**src/rtl/gtp_pkg.sv**
```systemverilog
package gtp_pkg;

    typedef enum logic [1:0] {
        ST_STOP,
        ST_WAIT,
        ST_COUNT
    } run_state_t;

    localparam logic [3:0] ADR_M_CTL = 4'd0;
    localparam logic [3:0] ADR_S_CTL = 4'd1;
    localparam logic [3:0] ADR_M_PSC = 4'd2;
    localparam logic [3:0] ADR_S_PSC = 4'd3;
    localparam logic [3:0] ADR_M_ARR = 4'd4;
    localparam logic [3:0] ADR_S_ARR = 4'd5;
    localparam logic [3:0] ADR_M_CMP = 4'd6;
    localparam logic [3:0] ADR_M_CNT = 4'd7;
    localparam logic [3:0] ADR_S_CNT = 4'd8;

    localparam logic [2:0] MMS_REF   = 3'b100;
    localparam logic [2:0] TS_MASTER = 3'b000;
    localparam logic [2:0] SMS_GATED = 3'b101;

endpackage

```
**src/rtl/gtp_regs.sv**
```systemverilog
module gtp_regs
    import gtp_pkg::*;
#(
    parameter int W  = 16,
    parameter int AW = 4
) (
    input  logic          clk,
    input  logic          rst_n,
    input  logic          wr_en,
    input  logic [AW-1:0] wr_addr,
    input  logic [W-1:0]  wr_data,
    output logic          m_en,
    output logic          s_en,
    output logic          m_ug,
    output logic          s_ug,
    output logic [2:0]    mms,
    output logic [2:0]    ts,
    output logic [2:0]    sms,
    output logic [W-1:0]  m_psc,
    output logic [W-1:0]  s_psc,
    output logic [W-1:0]  m_arr,
    output logic [W-1:0]  s_arr,
    output logic [W-1:0]  cmp,
    output logic          m_cwr,
    output logic          s_cwr
);

    logic hit_m_ctl, hit_s_ctl;

    assign hit_m_ctl = wr_en && (wr_addr == AW'(ADR_M_CTL));
    assign hit_s_ctl = wr_en && (wr_addr == AW'(ADR_S_CTL));

    // Update bits are pulses taken straight from the write; nothing stores them.
    assign m_ug  = hit_m_ctl && wr_data[1];
    assign s_ug  = hit_s_ctl && wr_data[1];
    assign m_cwr = wr_en && (wr_addr == AW'(ADR_M_CNT));
    assign s_cwr = wr_en && (wr_addr == AW'(ADR_S_CNT));

    always_ff @(posedge clk or negedge rst_n) begin
        if (!rst_n) begin
            m_en  <= 1'b0;
            s_en  <= 1'b0;
            mms   <= 3'b000;
            ts    <= 3'b000;
            sms   <= 3'b000;
            m_psc <= '0;
            s_psc <= '0;
            m_arr <= '1;
            s_arr <= '1;
            cmp   <= '0;
        end else if (wr_en) begin
            unique case (wr_addr)
                AW'(ADR_M_CTL): begin
                    m_en <= wr_data[0];
                    mms  <= wr_data[6:4];
                end
                AW'(ADR_S_CTL): begin
                    s_en <= wr_data[0];
                    ts   <= wr_data[6:4];
                    sms  <= wr_data[10:8];
                end
                AW'(ADR_M_PSC): m_psc <= wr_data;
                AW'(ADR_S_PSC): s_psc <= wr_data;
                AW'(ADR_M_ARR): m_arr <= wr_data;
                AW'(ADR_S_ARR): s_arr <= wr_data;
                AW'(ADR_M_CMP): cmp   <= wr_data;
                default: ;
            endcase
        end
    end

endmodule

```
**src/rtl/gtp_timer_core.sv**
```systemverilog
module gtp_timer_core
    import gtp_pkg::*;
#(
    parameter int W = 16
) (
    input  logic         clk,
    input  logic         rst_n,
    input  logic         en,
    input  logic         gate,
    input  logic         ug,
    input  logic         cwr,
    input  logic [W-1:0] cdata,
    input  logic [W-1:0] psc,
    input  logic [W-1:0] arr,
    output logic [W-1:0] cnt
);

    run_state_t state, state_nxt;
    logic [W-1:0] pcnt;
    logic         counting, tick;

    // State register
    always_ff @(posedge clk or negedge rst_n) begin
        if (!rst_n) state <= ST_STOP;
        else        state <= state_nxt;
    end

    // Next-state logic: start, arm, open, close and halt transitions
    always_comb begin
        state_nxt = state;
        unique case (state)
            ST_STOP:  if (en) state_nxt = gate ? ST_COUNT : ST_WAIT;
            ST_WAIT:  if (!en) state_nxt = ST_STOP;
                      else if (gate) state_nxt = ST_COUNT;
            ST_COUNT: if (!en) state_nxt = ST_STOP;
                      else if (!gate) state_nxt = ST_WAIT;
            default:  state_nxt = ST_STOP;
        endcase
    end

    // Outputs of the state machine
    always_comb begin
        counting = (state == ST_COUNT);
        tick     = counting && (pcnt >= psc);
    end

    // Prescaler and counter datapath
    always_ff @(posedge clk or negedge rst_n) begin
        if (!rst_n) begin
            cnt  <= '0;
            pcnt <= '0;
        end else if (ug) begin
            cnt  <= '0;
            pcnt <= '0;
        end else if (cwr) begin
            cnt  <= cdata;
        end else if (counting) begin
            if (tick) begin
                pcnt <= '0;
                cnt  <= (cnt == arr) ? '0 : cnt + 1'b1;
            end else begin
                pcnt <= pcnt + 1'b1;
            end
        end
    end

    // outside COUNT the counter holds unless it is reloaded.
    a_r11_hold_outside_count: assert property (@(posedge clk) disable iff (!rst_n)
        (!counting && !ug && !cwr) |=> $stable(cnt));

    // an advance from the reload value lands on 0.
    a_r3_wrap_to_zero: assert property (@(posedge clk) disable iff (!rst_n)
        (tick && cnt == arr && !ug && !cwr) |=> (cnt == '0));

    // the update pulse clears the counter and the prescaler.
    a_r6_update_clears: assert property (@(posedge clk) disable iff (!rst_n)
        ug |=> (cnt == '0 && pcnt == '0));

    // the load port writes the counter.
    a_r7_counter_load: assert property (@(posedge clk) disable iff (!rst_n)
        (cwr && !ug) |=> (cnt == $past(cdata)));

    // a cleared enable reaches STOP on the next edge.
    a_r4_halt: assert property (@(posedge clk) disable iff (!rst_n)
        !en |=> (state == ST_STOP));

endmodule

```
**src/rtl/gtp_trigger.sv**
```systemverilog
module gtp_trigger
    import gtp_pkg::*;
#(
    parameter int W = 16
) (
    input  logic [W-1:0] m_cnt,
    input  logic [W-1:0] cmp,
    input  logic [2:0]   mms,
    input  logic [2:0]   ts,
    input  logic [2:0]   sms,
    output logic         oc_ref,
    output logic         trig_out,
    output logic         s_gate
);

    logic s_trig_in;

    always_comb begin
        // Reference is high while the master counter is below the compare value.
        oc_ref    = (m_cnt < cmp);
        trig_out  = (mms == MMS_REF) ? oc_ref : 1'b0;
        s_trig_in = (ts == TS_MASTER) ? trig_out : 1'b0;
        // In gated mode the input only qualifies the enable; otherwise it is ignored.
        s_gate    = (sms == SMS_GATED) ? s_trig_in : 1'b1;
    end

endmodule

```
**src/rtl/gated_timer_pair.sv**
```systemverilog
module gated_timer_pair
    import gtp_pkg::*;
#(
    parameter int W  = 16,
    parameter int AW = 4
) (
    input  logic          clk,
    input  logic          rst_n,
    input  logic          wr_en,
    input  logic [AW-1:0] wr_addr,
    input  logic [W-1:0]  wr_data,
    output logic [W-1:0]  m_count,
    output logic [W-1:0]  s_count,
    output logic          oc_ref,
    output logic          trig_out
);

    logic         m_en, s_en, m_ug, s_ug, m_cwr, s_cwr, s_gate;
    logic [2:0]   mms, ts, sms;
    logic [W-1:0] m_psc, s_psc, m_arr, s_arr, cmp;

    gtp_regs #(.W(W), .AW(AW)) u_regs (
        .clk(clk), .rst_n(rst_n), .wr_en(wr_en), .wr_addr(wr_addr), .wr_data(wr_data),
        .m_en(m_en), .s_en(s_en), .m_ug(m_ug), .s_ug(s_ug),
        .mms(mms), .ts(ts), .sms(sms),
        .m_psc(m_psc), .s_psc(s_psc), .m_arr(m_arr), .s_arr(s_arr), .cmp(cmp),
        .m_cwr(m_cwr), .s_cwr(s_cwr)
    );

    gtp_timer_core #(.W(W)) u_master (
        .clk(clk), .rst_n(rst_n), .en(m_en), .gate(1'b1), .ug(m_ug), .cwr(m_cwr),
        .cdata(wr_data), .psc(m_psc), .arr(m_arr), .cnt(m_count)
    );

    gtp_trigger #(.W(W)) u_trig (
        .m_cnt(m_count), .cmp(cmp), .mms(mms), .ts(ts), .sms(sms),
        .oc_ref(oc_ref), .trig_out(trig_out), .s_gate(s_gate)
    );

    gtp_timer_core #(.W(W)) u_slave (
        .clk(clk), .rst_n(rst_n), .en(s_en), .gate(s_gate), .ug(s_ug), .cwr(s_cwr),
        .cdata(wr_data), .psc(s_psc), .arr(s_arr), .cnt(s_count)
    );

    // any trigger-output mode other than the reference mode keeps the trigger low.
    a_r9_trigger_off_low: assert property (@(posedge clk) disable iff (!rst_n)
        (mms != MMS_REF) |-> !trig_out);

    // a master that is not enabled for two edges keeps its counter frozen.
    a_r13_master_frozen: assert property (@(posedge clk) disable iff (!rst_n)
        (!m_en && !$past(m_en) && !m_ug && !m_cwr) |=> $stable(m_count));

endmodule

```
**config.mk**
```make
export PLATFORM = sky130hd
export DESIGN_NAME = gated_timer_pair
export DESIGN_NICKNAME = d
export VERILOG_FILES = /design/src/rtl/gtp_pkg.sv /design/src/rtl/gtp_regs.sv /design/src/rtl/gtp_timer_core.sv /design/src/rtl/gtp_trigger.sv /design/src/rtl/gated_timer_pair.sv
export SDC_FILE = /design/constraint.sdc
export NUM_CORES = 1
export LEC_CHECK = 0
export BUFFER_PORTS_ARGS = -buffer_cell sky130_fd_sc_hd__buf_2
export CAP_MARGIN = 20
export CORE_MARGIN = 4
export CORE_UTILIZATION = 66
export DETAILED_ROUTE_END_ITERATION = 10
export GPL_TIMING_DRIVEN = 0
export PLACE_DENSITY = 0.84
export REMOVE_ABC_BUFFERS = 1
export SKIP_CTS_REPAIR_TIMING = 1
export SYNTH_ARGS = -nofsm -noshare
export SYNTH_HDL_FRONTEND = slang
export SYNTH_SLANG_ARGS = --single-unit
```
**constraint.sdc**
```tcl
create_clock -name clk -period 4.8 [get_ports clk]
set_clock_uncertainty 0.1 [all_clocks]
set_input_delay 1.44 -clock clk [delete_from_list [all_inputs] [get_ports clk]]
set_output_delay 1.44 -clock clk [all_outputs]
set_load 0.02 [all_outputs]
```
==> results.md, run 1 <==
- The effective utilization at floorplan is 0.679.
- Counting I/O delays and the setup requirement, the final critical path takes between 4000 and 5000 ps.
- Entering global routing, the biggest net connects 85 pins.
- The routed wire length is between 20,000 and 25,000 um.
- For hold timing, the worst endpoint is u_master.state[1]$_DFFE_PN0P_.
- In the routed design, unresolved DRC markers number 0.
- The clock drives about 160 sinks.
- Of the total synthesized cell area, the portion taken by full adders, half adders and majority gates is 0.0704.
- The total of max-cap violations is 0.
- The worst register-to-register path has a setup slack of roughly 1400 ps.
- The multi-input combinational cells in the finished layout cover a total of 4670 um^2.
- The final period utilization is 0.925.
- The class of the worst hold path is reg2reg.
- The via count of the first global-routing pass is 7,299.
- Synthesis produced a netlist whose cell count is between 900 and 1,000.
- Of the total synthesized cell area, the portion taken by AND, OR, NAND and NOR gates is 0.161.
- 0 antenna diodes ended up in the layout.
- The number of cells on the worst reg-to-reg path is 7.
- The clock tree from TritonCTS is done.
- The number of clock buffers inserted by TritonCTS is 17.
- The filler cells instantiated in the layout total about 950.
- The routability congestion estimate from global placement is 0.907.
- The reported leakage power is around 4.6 nW.
- between 50 and 60 I/O pins were placed.
- The global routing usage summed across all routing layers is 0.299.
- The largest family of logic cells by synthesized area is simple AND/OR/NAND/NOR gates.
- The number of max-slew violations in the final report is 0.
- Of the total synthesized cell area, the portion taken by XOR and XNOR cells is 0.0445.
- At the later pin of the worst-skew pair, clock insertion delay measures approximately 430 ps.
- In the final routed layout, each cell accounts on average for 20.3 um.
- The worst setup path is of the reg2out kind.
- The layout-stage area growth over the synthesis result is 11.2%.
- The die is ~130 um wide.
- The detail route stage leaves a number of antenna-violating nets equal to 0.
- Measured against its own limit, the worst slew margin works out to 0.304.
- The mux contribution to synthesized area is 0.0770.
- The number of violations reported at the end of detailed-routing iteration 0 is ~810.
- The post-detailed-route via-to-cell ratio is about 6.5.
- In this run, distinct cell masters in the synthesized netlist total 65.
- The number of antenna violations at the first check in global routing is 0.
- The fmax is roughly 230 MHz.
- The summed negative setup slack over all endpoints is 0 ps.
- After the last flow step, the layout net total stands at around 1,000.
- The start of the worst register-to-register path is u_slave.pcnt[13]$_DFFE_PN0P_.
- Setup violations remaining at the end of the flow were counted as 0.
- The count of standard-cell rows is 42.
- The compound-gate portion of the synthesized area is 0.161.
- The cell area that synthesis handed to floorplanning was a little over 9000 um^2.
- The total power draw is 0.00429 W.
- The count of endpoints failing hold in the final timing report was 0.
- The post-synthesis sequential area ratio is 0.441.
- Counting along the longest clock path gives a buffer depth of 2.
- The share of layout cells above drive strength 1 is 0.210.
- The region available for standard cell placement spans 13,300 um^2.
- The number of iterations in the first detailed-routing pass is 6.
- The endpoint identified for the worst register-to-register timing path is u_slave.cnt[1]$_DFFE_PN0P_.
- The first global-routing pass estimated 37,700 um of wire.
- The y dimension of the die is ~130 um.
- After clock tree synthesis, the clock-pin slew on the worst setup and hold paths is 60 ps.
- After global routing the overflow that remains totals 0.
- The startpoint kind of the worst setup timing path is a flip-flop.
- The endpoint type of the worst setup path is an output pin.
- The half-perimeter wire length after detailed placement is 15,600 um.
- In this run the clock root is driven by a sky130_fd_sc_hd__clkbuf_16.
- The fraction of registers with async set or reset after synthesis is 1.00.
- The maximum resistive drop on vdd is about 0.27 mV.
- The start point of the worst hold path is u_regs.m_en$_DFFE_PN0P_.
- The sequential cell area in the final layout is around 4000 um^2.
- The run finished with clean final reports.
- Data on the critical path arrives at its endpoint at 2900 ps.
- The most used flip-flop cell after synthesis is sky130_fd_sc_hd__dfrtp_1.
- The worst hold path cell count is 0.
- Setup repair after global routing left no endpoint under its margin.
- The clock tree synthesis step divided the H-tree into 4 levels.
- In this run, synthesis produced a sequential element count of around 160.
- The per-instance average area after synthesis is between 9 and 10 um^2.
- During synthesis, Yosys emitted a total of 0 warnings.
- For the worst setup path, the data required time is ~3300 ps.
- Power spread over the standard cell area amounts to 426 nW/um^2.
- In this run, synthesis inferred 0 flip-flops with an integrated enable.
- The slew at the pin closest to its max-slew limit is just over 1000 ps.
- The count of buffers inserted at the top-level ports is 56.
- Detailed routing inserted a total of 7,384 vias.
- The area of the die is 15,700 um^2.
- The largest fanout of any net on the critical path is 6.
[worst max-delay path by stage]
stage                                       from                           to  depth (start not counted)
floorplan                             wr_addr[3]    u_regs.cmp[0]$_DFFE_PN0P_                          3
global placement                           rst_n  u_regs.s_psc[0]$_DFFE_PN0P_                          1
detailed placement                    wr_addr[0]   u_slave.cnt[1]$_DFFE_PN0P_                          7
CTS                 u_master.cnt[14]$_DFFE_PN0P_                     trig_out                          7
global route        u_master.cnt[14]$_DFFE_PN0P_                     trig_out                          7
finish              u_master.cnt[14]$_DFFE_PN0P_                     trig_out                          7
[cell type report]
type / count / share of cell area
Multi-Input combinational cell: 657 / 0.463
Sequential cell: 158 / 0.396
Clock buffer: 22 / 0.0471
Timing Repair Buffer: 62 / 0.0358
Inverter: 59 / 0.0220
Tap cell: 176 / 0.0219
Clock inverter: 10 / 0.0135
[where the power goes]
group	switching, W	total, W	internal, W	leakage [nW]
logic	0.000575	0.00102	0.000447	2.34
clock network	0.000550	0.00141	0.000857	0.292
registers	0.000233	0.00186	0.00163	1.95
[cell families after synthesis]
kind of cell / Yosys count
and+or+nand+nor: 288
DFF: 158
AOI/OAI and AO/OA: 210
buffers and inverters: 103
xor gates and xnor gates: 46
muxes: 62
adders and majority gates: 51
[Yosys cell counts, types with 26 or more instances]
master	n	area share
sky130_fd_sc_hd__dfrtp_1	126	0.35
sky130_fd_sc_hd__clkbuf_1	32	0.013
sky130_fd_sc_hd__mux2_2	61	0.076
sky130_fd_sc_hd__nand3_1	27	0.015
sky130_fd_sc_hd__dfstp_2	32	0.093
sky130_fd_sc_hd__o21ai_0	50	0.028
sky130_fd_sc_hd__a21oi_1	41	0.023
sky130_fd_sc_hd__inv_1	59	0.024
sky130_fd_sc_hd__nand2_1	105	0.043
sky130_fd_sc_hd__nor2_1	41	0.017
sky130_fd_sc_hd__xor2_1	26	0.025
sky130_fd_sc_hd__ha_1	51	0.070
[layer usage]
| metal | vias up | part of all wire | GRT usage | wire (um) |
|---|---|---|---|---|
| met5 | - | 0 | 0 | 0 |
| met4 | 0 | 0.031 | 0.123 | 724 |
| met3 | 64 | 0.071 | 0.0550 | 1650 |
| met2 | 332 | 0.47 | 0.471 | 11000 |
| met1 | 3574 | 0.42 | 0.413 | 9820 |
| li1 | 3414 | - | - | - |
[cell usage in the layout (no fill, tap or decap), drive strengths merged, types with 5 or more instances in the layout]
master and instances:
a21oi 41, or3 8, a31oi 15, nor4 16, o21a 9, a21o 9
and3 14, ha 51, nand4 25, nand2b 13, dfrtp 126, nor2 41
o31ai 8, o211ai 7, and4 5, buf 62, xnor2 20, clkbuf 22
a22o 19, nand3 27, dfstp 32, nor3 11, o41ai 14, o21ai 52
nand2 105, xor2 26, inv 59, mux2 62
[worst max-delay path, stage by stage (launching register included)]
cell and delay [ps]:
sky130_fd_sc_hd__dfrtp_1 460, sky130_fd_sc_hd__ha_1 340, sky130_fd_sc_hd__nand4_1 230, sky130_fd_sc_hd__or3_1 440
sky130_fd_sc_hd__or4_1 420, sky130_fd_sc_hd__o2111a_1 200, sky130_fd_sc_hd__and3_1 210, sky130_fd_sc_hd__buf_2 160
[per-stage QoR]
step	cells	hold slack [ps]	util	worst slack, ps	cell area [um^2]
after detailed placement	1112	266	0.709	641	9470
after floorplan	874	249	-	978	8870
final	1144	278	0.755	362	10100
after global routing	1144	289	0.755	266	10100
after global placement	1106	252	0.702	-144	9370
after CTS	1144	280	0.755	378	10100
(Power assumes the default switching activity.)
==> run 2, diff against run 1 <==
PLACE_DENSITY = 0.86   (was 0.84)
clock period = 5.45 ns   (was 4.8 ns; I/O delays follow)
==> run 2 against run 1 <==
Via count is 1.1% higher. Total power is 15% lower. Worst setup slack better by 440 ps. Critical endpoint unchanged. Largest power group unchanged.
==> results.md, run 2 (synthesis results as in run 1) <==
- The filler cells instantiated in the layout total 909.
- The first global-routing pass estimated roughly 37,000 um of wire.
- The layout-stage area growth over the synthesis result is 10.6%.
- The worst setup path is captured at an output pin.
- 57 I/O pins were placed.
- The share of layout cells above drive strength 1 is 0.213.
- The worst slew margin relative to its limit is 0.311.
- From left edge to right edge, the die measures roughly 130 um.
- In this run the power density over the cells is between 300 and 400 nW/um^2.
- The count of endpoints failing hold in the final timing report came to 0.
- The startpoint kind of the worst setup timing path is a flip-flop.
- Setup slack closes at around 800 ps.
- Excluding fillers, the count of instances in the completed layout stands at roughly 1,100.
- The count of cells along the worst register-to-register path is 7.
- The commonest non-fill, non-tap cell in the layout is sky130_fd_sc_hd__dfrtp_1.
- The signal arrival time at the worst endpoint is around 2900 ps.
- In this run the critical register-to-register path is launched from u_slave.pcnt[13]$_DFFE_PN0P_.
- Across every metal layer, demand over resource in global routing totals 0.298.
- The H-tree was split into 4 levels.
- The reported leakage power is around 4.5 nW.
- The worst-skew pair later-pin latency is 440 ps.
- Along the worst hold path, the cell count comes to 0.
- The power share of the clock group is 0.302.
- Summed over all layers, the global routing overflow is 0.
- The routed design has 23,000 um of wire.
- In this run the most critical hold path is launched from u_regs.m_en$_DFFE_PN0P_.
- The detailed router finished its first iteration with 866 violations.
- The routability congestion estimate from global placement is a little under 0.9.
- The run finished with clean final reports.
- The post-detailed-route via-to-cell ratio is roughly 6.5.
- The reg-to-reg critical path endpoint is u_slave.cnt[1]$_DFFE_PN0P_.
- The floorplan has 42 rows.
- The y dimension of the die is approximately 130 um.
- The number of clock buffers inserted by TritonCTS is 17.
- Setup repair after global routing left no endpoint under its margin.
- Across the VDD grid, the largest voltage drop is roughly 0.24 mV.
- TritonCTS built the clock tree.
- The floorplan step defined a die boundary enclosing between 15,000 and 20,000 um^2.
- Counting every sink on the clock net gives between 150 and 200.
- The core region is approximately 13,000 um^2.
- The detailed router placed roughly 7,500 vias in this run.
- The placement-stage worst setup slack is between 1000 and 1500 ps.
- The wire length per cell is approximately 20 um.
- For this configuration, the core starts out at a cell density of 0.679.
- The detail route stage leaves a number of antenna-violating nets equal to 0.
- The summed negative setup slack over all endpoints is 0 ps.
- In the layout the commonest cells are sky130_fd_sc_hd__dfrtp_1, sky130_fd_sc_hd__nand2_1, sky130_fd_sc_hd__mux2_2.
- The number of max-slew violations in the final report is 0.
- The pre-antenna-repair detailed-routing pass consisted of 5 iterations.
- In this run the clock root is driven by a sky130_fd_sc_hd__clkbuf_16.
- The data required time of the worst path is between 3000 and 4000 ps.
- In this run the register-to-register setup slack is about 2100 ps.
- The fmax is ~220 MHz.
- Across the run, the number of max-cap violations was 0.
- The number of antenna violations at the first check in global routing is 1.
- Along the worst path, the maximum fanout reaches 6.
- The worst path in the final design needs a cycle of roughly 4600 ps, including I/O delays and setup.
- The endpoint with the worst hold slack is u_master.state[1]$_DFFE_PN0P_.
- Once placement completed, the tool counted placed cells totaling 1,113.
- Internal power comes to between 0.002 and 0.0025 W.
- The via count of the first global-routing pass is 7,229.
- The path class of the tightest hold or removal check is reg2reg.
- Of the total power, the share spent switching nets is 0.330.
- The clock passes through at most 2 buffers.
- The clock slew seen by the registers of the worst setup and hold paths is around 60 ps.
- Detailed placement ended at an HPWL of between 15,000 and 20,000 um.
- Summed over all nets, the switching power comes to roughly 0.0012 W.
- The final period utilization is 0.852.
- Entering global routing, the biggest net connects 100 pins.
- The DRC violations left is 0.
- The share of total power dissipated in sequential elements is 0.452.
- After the last flow step, the layout net total stands at between 1,000 and 1,500.
- The slew at the pin closest to its max-slew limit is 1030 ps.
- The worst setup path category is reg2out.
- The critical path launch point is u_master.cnt[14]$_DFFE_PN0P_.
- Setup violations remaining at the end of the flow were counted as 0.
- The share of total power dissipated in combinational logic is 0.246.
- Buffers placed on the I/O ports in this run total 56.
run 2: cell count changes in the layout (fill, tap and decap cells not counted), moves of 2 or more:
| cell | delta |
|---|---|
| sky130_fd_sc_hd__clkinvlp_4 | +4 |
| sky130_fd_sc_hd__bufinv_16 | -3 |
| sky130_fd_sc_hd__clkbuf_1 | -2 |
| sky130_fd_sc_hd__clkinv_4 | +2 |
run 2: worst max-delay path, stage by stage (launching register included):
cell	delay [ps]
sky130_fd_sc_hd__dfrtp_1	480
sky130_fd_sc_hd__ha_1	340
sky130_fd_sc_hd__nand4_1	240
sky130_fd_sc_hd__or3_1	450
sky130_fd_sc_hd__or4_1	440
sky130_fd_sc_hd__o2111a_1	190
sky130_fd_sc_hd__and3_1	180
sky130_fd_sc_hd__buf_2	150
run 2: worst max-delay path by stage:
stage	cells past startpoint	endpoint	slack (ps)
2_1_floorplan	3	u_regs.cmp[0]$_DFFE_PN0P_	1430
3_3_place_gp	1	u_slave.pcnt[2]$_DFFE_PN0P_	300
3_5_place_dp	7	u_slave.cnt[1]$_DFFE_PN0P_	1100
4_1_cts	7	trig_out	810
5_1_grt	7	trig_out	690
6_report	7	trig_out	810
run 2: through the flow:
| stage | util | hold WS, ps | total power, W | cell area, um^2 |
|---|---|---|---|---|
| finish | 0.751 | 281 | 0.00363 | 10000 |
| detailed placement | 0.710 | 269 | 0.00253 | 9470 |
| CTS | 0.751 | 284 | 0.00363 | 10000 |
| floorplan | - | 249 | 0.00223 | 8870 |
| global route | 0.751 | 300 | 0.00383 | 10000 |
| global placement | 0.702 | 254 | 0.00246 | 9370 |
run 2: power groups by stage:
stage               registers [W]  clock network (W)  logic, W
floorplan                 0.00163                  0  0.000607
global placement          0.00164                  0  0.000822
finish                    0.00164            0.00110  0.000894
global route              0.00167            0.00116   0.00100
detailed placement        0.00165                  0  0.000879
CTS                       0.00163            0.00110  0.000895
run 2: area by class of cell:
cell class                      count  area [um^2]  area share
Multi-Input combinational cell    657         4670       0.466
Clock inverter                     13         93.8     0.00936
Tap cell                          176          220      0.0220
Antenna cell                        1         2.50    0.000250
Inverter                           59          221      0.0221
Sequential cell                   158         3990       0.399
Clock buffer                       19          453      0.0452
Timing Repair Buffer               63          368      0.0367
run 2: routing by layer:
layer,part of all wire,vias up,global-route usage
met4,0.033,0,0.130
li1,-,3406,-
met5,0,-,0
met2,0.48,341,0.473
met3,0.079,76,0.0716
met1,0.41,3641,0.395
